===== config.mk =====
export PLATFORM = sky130hd
export DESIGN_NAME = rtc_calendar
export DESIGN_NICKNAME = d
export VERILOG_FILES = /design/src/rtl/rtc_pkg.sv /design/src/rtl/rtc_prescaler.sv /design/src/rtl/rtc_time_chain.sv /design/src/rtl/rtc_date_chain.sv /design/src/rtl/rtc_calendar.sv
export SDC_FILE = /design/constraint.sdc
export NUM_CORES = 1
export LEC_CHECK = 0
export ABC_AREA = 0
export CAP_MARGIN = 10
export CORE_MARGIN = 2
export CORE_UTILIZATION = 33
export CTS_CLUSTER_SIZE = 30
export DETAILED_ROUTE_END_ITERATION = 10
export MAX_ROUTING_LAYER = met4
export PLACE_DENSITY_LB_ADDON = 0.1
export REMOVE_ABC_BUFFERS = 1
export SLEW_MARGIN = 20
export SYNTH_ARGS = -nofsm -noshare
export SYNTH_HDL_FRONTEND = slang
export SYNTH_SLANG_ARGS = --single-unit

===== constraint.sdc =====
create_clock -name clk -period 2.3 [get_ports clk]
set_input_delay 0.23 -clock clk [delete_from_list [all_inputs] [get_ports clk]]
set_output_delay 0.23 -clock clk [all_outputs]
set_load 0.01 [all_outputs]

===== src/rtl/rtc_pkg.sv =====
package rtc_pkg;

   typedef logic [7:0] bcd8_t;

   typedef enum logic [3:0] {
      RA_SEC   = 4'd0,
      RA_MIN   = 4'd1,
      RA_HOUR  = 4'd2,
      RA_DOW   = 4'd3,
      RA_DATE  = 4'd4,
      RA_MONTH = 4'd5,
      RA_YEAR  = 4'd6,
      RA_CTRL  = 4'd7,
      RA_STAT  = 4'd8
   } reg_addr_e;

   // increment of a two-digit packed BCD value, no range wrap
   function automatic bcd8_t bcd_inc(input bcd8_t v);
      if (v[3:0] == 4'd9)
         return {v[7:4] + 4'd1, 4'd0};
      return v + 8'd1;
   endfunction

endpackage


===== src/rtl/rtc_prescaler.sv =====
module rtc_prescaler #(
   parameter int W = 15
) (
   input  logic clk,
   input  logic rst_n,
   input  logic run,
   input  logic step_en,
   input  logic clear,
   output logic wrap
);
   generate
      if (W < 1) begin : g_bad_width
         $error("rtc_prescaler: W must be at least 1");
      end
   endgenerate

   logic [W-1:0] cnt_q;

   always_ff @(posedge clk) begin
      if (!rst_n)
         cnt_q <= '0;
      else if (clear)
         cnt_q <= '0;
      else if (run && step_en)
         cnt_q <= cnt_q + 1'b1;
   end

   assign wrap = run && step_en && !clear && (cnt_q == '1);
endmodule


===== src/rtl/rtc_time_chain.sv =====
module rtc_time_chain
   import rtc_pkg::*;
(
   input  bcd8_t sec_q,
   input  bcd8_t min_q,
   input  bcd8_t hour_q,
   output bcd8_t sec_d,
   output bcd8_t min_d,
   output bcd8_t hour_d,
   output logic  day_carry
);
   bcd8_t inc12, inc24;

   always_comb begin
      inc12     = bcd_inc({3'b000, hour_q[4:0]});
      inc24     = bcd_inc({2'b00, hour_q[5:0]});
      sec_d     = (sec_q == 8'h59) ? 8'h00 : bcd_inc(sec_q);
      min_d     = min_q;
      hour_d    = hour_q;
      day_carry = 1'b0;
      if (sec_q == 8'h59) begin
         min_d = (min_q == 8'h59) ? 8'h00 : bcd_inc(min_q);
         if (min_q == 8'h59) begin
            if (hour_q[6]) begin
               // 12-hour encoding: flag flips on 11 -> 12
               case (hour_q[4:0])
                  5'h11: begin
                     hour_d    = {hour_q[7:6], ~hour_q[5], 5'h12};
                     day_carry = hour_q[5];
                  end
                  5'h12:   hour_d = {hour_q[7:5], 5'h01};
                  default: hour_d = {hour_q[7:5], inc12[4:0]};
               endcase
            end else begin
               if (hour_q[5:0] == 6'h23) begin
                  hour_d    = {hour_q[7:6], 6'h00};
                  day_carry = 1'b1;
               end else begin
                  hour_d = {hour_q[7:6], inc24[5:0]};
               end
            end
         end
      end
   end
endmodule


===== src/rtl/rtc_date_chain.sv =====
module rtc_date_chain
   import rtc_pkg::*;
(
   input  bcd8_t dow_q,
   input  bcd8_t date_q,
   input  bcd8_t month_q,
   input  bcd8_t year_q,
   output bcd8_t dow_d,
   output bcd8_t date_d,
   output bcd8_t month_d,
   output bcd8_t year_d
);
   logic [4:0] mod4_sum;
   logic       leap;
   bcd8_t      last_day;
   bcd8_t      mon_next;

   always_comb begin
      // year mod 4 from packed digits: (2*tens + units) mod 4
      mod4_sum = {year_q[7:4], 1'b0} + {1'b0, year_q[3:0]};
      leap     = (mod4_sum[1:0] == 2'b00);
      case (month_q[4:0])
         5'h02:                      last_day = leap ? 8'h29 : 8'h28;
         5'h04, 5'h06, 5'h09, 5'h11: last_day = 8'h30;
         default:                    last_day = 8'h31;
      endcase

      dow_d    = (dow_q[2:0] == 3'd7) ? 8'h01 : bcd_inc(dow_q);
      date_d   = bcd_inc(date_q);
      month_d  = month_q;
      year_d   = year_q;
      mon_next = bcd_inc({3'b000, month_q[4:0]});
      if (date_q == last_day) begin
         date_d = 8'h01;
         if (month_q[4:0] == 5'h12) begin
            if (year_q == 8'h99) begin
               year_d  = 8'h00;
               month_d = {~month_q[7], 2'b00, 5'h01};
            end else begin
               year_d  = bcd_inc(year_q);
               month_d = {month_q[7], 2'b00, 5'h01};
            end
         end else begin
            month_d = {month_q[7], 2'b00, mon_next[4:0]};
         end
      end
   end
endmodule


===== src/rtl/rtc_calendar.sv =====
module rtc_calendar
   import rtc_pkg::*;
#(
   parameter int PRESCALE_W = 15,
   parameter int ADDR_W     = 4
) (
   input  logic              clk,
   input  logic              rst_n,
   input  logic              osc_en,
   input  logic              osc_ok,
   input  logic              wr_en,
   input  logic [ADDR_W-1:0] wr_addr,
   input  logic [7:0]        wr_data,
   output logic [7:0]        sec,
   output logic [7:0]        min,
   output logic [7:0]        hour,
   output logic [7:0]        dow,
   output logic [7:0]        date,
   output logic [7:0]        month,
   output logic [7:0]        year,
   output logic              eosc,
   output logic              osf,
   output logic              tick_1hz
);
   localparam int NUM_TIME_REGS = 7;

   generate
      if (ADDR_W < 4) begin : g_bad_addr
         $error("rtc_calendar: ADDR_W must be at least 4");
      end
   endgenerate

   bcd8_t sec_q, min_q, hour_q, dow_q, date_q, month_q, year_q;
   bcd8_t sec_d, min_d, hour_d, dow_d, date_d, month_d, year_d;
   logic  day_carry, running, run_q, wrap, time_wr, advance;
   logic  wr_sec, wr_ctrl, wr_stat;

   assign running = !eosc && osc_ok;
   assign time_wr = wr_en && (wr_addr < ADDR_W'(NUM_TIME_REGS));
   assign wr_sec  = wr_en && (wr_addr == ADDR_W'(RA_SEC));
   assign wr_ctrl = wr_en && (wr_addr == ADDR_W'(RA_CTRL));
   assign wr_stat = wr_en && (wr_addr == ADDR_W'(RA_STAT));
   assign advance = wrap && !time_wr;

   rtc_prescaler #(.W(PRESCALE_W)) u_presc (
      .clk(clk), .rst_n(rst_n), .run(running), .step_en(osc_en),
      .clear(wr_sec), .wrap(wrap)
   );

   rtc_time_chain u_time (
      .sec_q(sec_q), .min_q(min_q), .hour_q(hour_q),
      .sec_d(sec_d), .min_d(min_d), .hour_d(hour_d), .day_carry(day_carry)
   );

   rtc_date_chain u_date (
      .dow_q(dow_q), .date_q(date_q), .month_q(month_q), .year_q(year_q),
      .dow_d(dow_d), .date_d(date_d), .month_d(month_d), .year_d(year_d)
   );

   always_ff @(posedge clk) begin
      if (!rst_n) begin
         sec_q   <= 8'h00;
         min_q   <= 8'h00;
         hour_q  <= 8'h00;
         dow_q   <= 8'h01;
         date_q  <= 8'h01;
         month_q <= 8'h01;
         year_q  <= 8'h00;
      end else if (time_wr) begin
         case (wr_addr[2:0])
            3'd0:    sec_q   <= wr_data & 8'h7F;
            3'd1:    min_q   <= wr_data & 8'h7F;
            3'd2:    hour_q  <= wr_data & 8'h7F;
            3'd3:    dow_q   <= wr_data & 8'h07;
            3'd4:    date_q  <= wr_data & 8'h3F;
            3'd5:    month_q <= wr_data & 8'h9F;
            default: year_q  <= wr_data;
         endcase
      end else if (advance) begin
         sec_q  <= sec_d;
         min_q  <= min_d;
         hour_q <= hour_d;
         if (day_carry) begin
            dow_q   <= dow_d;
            date_q  <= date_d;
            month_q <= month_d;
            year_q  <= year_d;
         end
      end
   end

   always_ff @(posedge clk) begin
      if (!rst_n) begin
         eosc     <= 1'b0;
         osf      <= 1'b1;
         run_q    <= 1'b0;
         tick_1hz <= 1'b0;
      end else begin
         run_q    <= running;
         tick_1hz <= advance;
         if (wr_ctrl)
            eosc <= wr_data[7];
         if (run_q && !running)
            osf <= 1'b1;
         else if (wr_stat && !wr_data[7])
            osf <= 1'b0;
      end
   end

   assign sec   = sec_q;
   assign min   = min_q;
   assign hour  = hour_q;
   assign dow   = dow_q;
   assign date  = date_q;
   assign month = month_q;
   assign year  = year_q;
endmodule


---- Word-level counts from Yosys, hierarchy flattened ----
Index checks and enable logic that the tools add are counted.
operators by class
  add/subtract/negate cells ............... 18
  order comparisons ....................... 1
  equality and inequality tests ........... 38
  multiplexer cells ....................... 75
  bitwise logic cells ..................... 3
  reductions and logical operators ........ 40
operators with widths
  cell                   number
  $mux 8                 49
  $add 8x1->8 const B    5
  $eq 4x4->1 const B     8
  $add 4x1->4 const B    5
  $eq 5x5->1 const B     4
  $mux 5                 4
  $mux 6                 3
  $mux 1                 17
  $eq 8x7->1 const B     2
  $pmux 8 s2             1
  $add 15x1->15 const B  1
  $eq 15x15->1 const B   1
  $reduce_bool 2->1      7
  $ne 2x1->1 const B     6
  $pmux 6 s2             1
  $reduce_and 6->1       2
  $logic_and 1x1->1      11
  $add 5x1->5 const B    2
  $eq 5x3->1 const B     2
  $eq 3x3->1 const B     3
  $reduce_and 3->1       3
  $eq 8x8->1             1
  $eq 8x8->1 const B     1
  $reduce_and 4->1       2
  24 further kinds       34
word-level totals
  bits in registers ....................... 75
  input bits .............................. 17
  output and inout port bits .............. 59
  logic and storage cells ................. 190

---- Logic depth before layout (Yosys ltp) ----
  word-level depth ........................ 13
  depth in mapped cells ................... 11
  mapped depth without buffers ............ 9

---- Cells and area by module ----
A second synthesis with hierarchy kept.
second synthesis, totals
  cells, all modules ...................... 705
  area total of the unflattened synthesis .. 5516.5 sq um
by module, submodules not included
  module          instances  cells an instance  area an instance (sq um)  sequential area each (sq um)
  rtc_calendar    1          298                2662.6                    1201.2
  rtc_date_chain  1          169                1132.3                    0.0
  rtc_time_chain  1          152                988.4                     0.0
  rtc_prescaler   1          86                 733.2                     300.3

---- Worst setup path before layout ----
OpenSTA, ideal clock, no wires.
  path type ............................... register to register
  from .................................... register sec_q[0] (netlist: sec[0])
  to ...................................... register year_q[4] (netlist: year[4])
  library setup time ...................... 115 ps
  data arrival time ....................... 2415 ps
  data required time ...................... 2185 ps
  slack ................................... -230 ps
  cell stages (with the launch flop) ...... 11
  buffers on the path ..................... 2
  period minus slack after synthesis ...... 2530 ps
  cell sequence ........................... dfxtp_1 -> ha_1 -> nand3b_4 -> or3_4 -> nand4b_4 -> or2_0 -> buf_6 -> o31ai_4 -> buf_6 -> o21ai_1 -> a31o_1
on the way
  longest elaborated chain between the ends .. 4
ends and longest elaborated chain
  what                         line                  RTL
  start, declared              rtc_calendar.sv:33    bcd8_t sec_q, min_q, hour_q, dow_q, date_q, month_q, year_q;
  start signal, assigned       rtc_calendar.sv:71    3'd0: sec_q <= wr_data & 8'h7F;
  $eq 8x7->1                   rtc_time_chain.sv:21  if (sec_q == 8'h59) begin
  $mux 1                       rtc_time_chain.sv:21
  $reduce_bool 2->1 (no line)  -
  $reduce_and 5->1 (no line)   -
  end signal, assigned         rtc_calendar.sv:77    default: year_q <= wr_data;
  end signal, assigned         rtc_calendar.sv:87    year_q <= year_d;
  end, declared                rtc_calendar.sv:33
No other way between the ends.
A chain may end at the register's enable or synchronous reset.

---- Worst setup path after layout ----
  from .................................... register sec_q[1] (netlist: sec[1])
  to ...................................... register month_q[0] (netlist: month[0])
on the way
  longest elaborated chain between the ends .. 4
ends and longest elaborated chain
  what                         line                  RTL
  $eq 8x7->1                   rtc_time_chain.sv:21
  $mux 1                       rtc_time_chain.sv:21
  $reduce_bool 2->1 (no line)  -
  $reduce_and 4->1 (no line)   -
  end signal, assigned         rtc_calendar.sv:76    3'd5: month_q <= wr_data & 8'h9F;
  end signal, assigned         rtc_calendar.sv:86    month_q <= month_d;
  end, declared                rtc_calendar.sv:33
No other way between the ends.

==> metrics.md <==
| Metric | Value |
|---|---|
| Outcome | `finished with violations` |
| Failing checks | `setup timing` |
| Ys async rst share | `0%` |
| Final Slew Violations | `0` |
| Primary FF master, synth | `dfxtp_1` |
| Cell area power density | `around 430 mW/mm2` |
| Seq/Total Area, Yosys | `a little under a third` |
| TritonCTS Buffers | `9` |
| GRT Resource Usage Total | `a little over a fifth` |
| Fillers | `1,398` |
| Slew @ Worst Pin | `0.5025 ns` |
| Iteration-0 DRC count of the detailed router | `approximately 360` |
| Nets | `between 800 and 900` |
| Clock Latency Late Sink | `0.34 ns` |
| Synth top area cells | `dfxtp_1 (30%), nand2_1 (6.6%), ha_1 (5.5%)` |
| Syn_area_per_cell | `between 7 and 8 um2` |
| Synth Register Bits | `72` |
| Largest delay contributor family on the critical path | `simple AND/OR/NAND/NOR gates` |
| Post-place setup slack | `-0.2992 ns` |
| Dominant cell type by area after synthesis | `dfxtp_1` |
| Setup_tns | `-0.08810 ns` |
| Area share of the largest cell type after synthesis | `around 30%` |
| Storage cell area | `approximately 0.0014 mm2` |
| GPL Wtd Cong | `between 0.8 and 0.9` |
| Setup Crit Path Kind | `flip-flop to flip-flop` |
| Row count | `43` |
| WP buf/inv | `2` |
| Final hold violations | `0` |
| Min Tclk post-route | `~2.3 ns` |
| H-tree Lvls | `3` |
| Worst hold path type | `flip-flop to flip-flop` |
| Sink Count | `between 70 and 80` |
| Critical Path Max Stage Delay | `0.41 ns` |
| CTS tree | `built` |
| WL final | `about 16,000 um` |
| Overflow after GRT | `0` |
| Post-synth EDFFs | `0` |
| Design area | `approximately 0.0071 mm2` |
| Commonest non-fill, non-tap cell in the layout | `buf_4` |
| Drt wl/cell | `roughly 16 um` |
| Reg clk slew, reported paths | `approximately 0.060 ns` |
| Initial antenna violation count | `0` |
| Initial DRT Pass Iterations | `4` |
| Cells after Synth | `630` |
| Clock power share | `43.9%` |
| Core area | `0.01399 mm2` |
| Die Wd | `124.1 um` |
| Fmax achieved | `427.3 MHz` |
| Max-slew headroom | `between 60% and 70%` |
| WHS | `approximately 0.46 ns` |
| Clk root buf | `clkbuf_16` |
| Gate power share | `13.9%` |
| Seq pwr share | `between 40% and 50%` |
| Total chip power | `0.003044 W` |
| Residual DRC | `0` |
| Vias in the first global route | `between 5,000 and 6,000` |
| Worst path slowest cell | `or3_4` |
| Data arrival, critical path | `around 2.5 ns` |
| Initial core utilization | `34.03%` |
| Netlist cell types | `68` |
| Internal power | `between 0.002 and 0.0025 W` |
| VDD IR-drop max | `342.4 uV` |
| Clock Path Buffers | `2` |
| Critical-path maximum fanout | `8` |
| DP Area | `0.006452 mm2` |
| ANT nets after route | `0` |
| Switching Share | `a little over a quarter` |
| RSZ-0062 raised after global routing | `true` |
| PortBufs | `72` |
| Worst clock skew | `~0.0042 ns` |
| Most frequent cells in the layout | `buf_4 (119), nand2_1 (82), clkdlybuf4s50_1 (72)` |
| Fin crit share | `101.7%` |
| Cell Area, Synth | `about 0.0048 mm2` |
| Multi-input gate area | `~0.0033 mm2` |
| DR vias/cell | `~5.2` |
| First-pass GRT wire length | `about 25,000 um` |
| CP required | `between 2 and 3 ns` |
| Die area | `0.01540 mm2` |
| Max Cap Violations | `0` |
| Worst path cell trace | `inv_2 -> ha_4 -> nand3b_4 -> or3_4 -> nand4b_4 -> or2_4 -> buf_6 -> or3_1 -> a21oi_1 -> o21ai_0` |
| Largest net degree at the start of global routing | `30` |
| Synth Warn # | `0` |
| Psw | `about 0.00080 W` |
| Final setup violation count | `3` |
| DIE HEIGHT | `about 120 um` |
| Area delta synth->final | `49.95%` |
| Setup crit end kind | `flip-flop` |
| N_diodes | `0` |
| Fraction of layout cells with a size suffix above 1 | `24.45%` |
| Leak pwr | `~2.9 nW` |
| Post-DP HPWL | `around 11,000 um` |
| I/O pin count | `76` |
| Vias | `around 5,200` |
| Final Worst Setup Slack | `-0.04012 ns` |
| Crit start category | `flip-flop` |
synth_stat cells (9+ instances only):
cell type	instances
nand4_1	9
a21oi_1	50
nor3_1	13
o31ai_1	10
nor2_1	58
o211ai_1	10
o21ai_0	50
mux2i_1	12
ha_1	21
nand3_1	28
nor2b_1	12
xnor2_1	10
dfxtp_1	72
inv_1	21
clkbuf_1	22
nand2_1	84
or3_1	15
nand2b_1	16
flip-flops by register name (all words and copies together) (netlist names):
register	flops
dow	8
date	8
run_q	1
year	8
tick_1hz	1
eosc	1
u_presc.cnt_q	15
osf	1
hour	7
sec	8
month	6
min	8
metrics by stage:
stage | utilization [%] | instances
floorplan | - | 598
global placement | 46.13 | 968
CTS | 48.98 | 988
global route | 51.02 | 998
detailed placement | 46.13 | 968
finish | 51.02 | 998
what timing repair did:
action | in CTS | in global routing
setup buffers | 4 | 8
gates cloned | 0 | 2
gates resized for setup | 27 | 51
hold buffers | 0 | 0
pin swaps | 8 | 21
setup endpoints to repair | 29 | 45
endpoints found under the hold margin | 0 | 0
path summary, 6_finish.rpt:
kind	endpoint	cells past startpoint	from	slack, ns
max reg2reg	month[0]$_SDFFE_PN1P_	10	sec[1]$_SDFFE_PN0P_	-0.04
min	osf$_SDFFE_PP1P_	1	run_q$_SDFF_PN0_	0.46
max	month[0]$_SDFFE_PN1P_	10	sec[1]$_SDFFE_PN0P_	-0.04
min reg2reg	osf$_SDFFE_PP1P_	1	run_q$_SDFF_PN0_	0.46
cell type report:
| type | count | share of cell area (%) |
|---|---|---|
| multi-input cells | 505 | 46.77 |
| repair buffers | 204 | 24.70 |
| flip-flops and latches | 72 | 20.28 |
| clock buffers | 11 | 3.541 |
| well taps | 180 | 3.156 |
| inverters | 21 | 1.104 |
| clock inverters | 5 | 0.4383 |
power groups by stage:
stage                     clock [W]  combinational, W  sequential (W)
after floorplan                   0          0.000153         0.00132
after global placement            0          0.000393         0.00131
after global routing        0.00142          0.000465         0.00129
final                       0.00134          0.000424         0.00128
after CTS                   0.00137          0.000404         0.00128
after detailed placement          0          0.000395         0.00131
logic make-up after synthesis:
family          after synthesis  synth area share [%]
simple gates                269                 28.36
compound gates              183                 25.00
flops                        72                 30.28
buf+inv                      55                 4.995
fa+ha+maj                    21                 5.520
xor+xnor                     15                 2.760
mux                          14                 2.997
other cells                   1               0.07879
metal layers:
metal	GRT usage [%]	routed length, um	part of all wire, %
met2	33.74	7307	46
met5	-	0	0
met3	2.473	656	4.1
met4	6.882	229	1.4
met1	29.42	7725	49
worst reg2reg max path: stages (launching register included):
cell and delay, ns:
dfxtp_2 0.32, inv_2 0.06, ha_4 0.15, nand3b_4 0.08, or3_4 0.41, nand4b_4 0.19
or2_4 0.26, buf_6 0.15, or3_1 0.37, a21oi_1 0.13, o21ai_0 0.09
(Power assumes the default switching activity.)
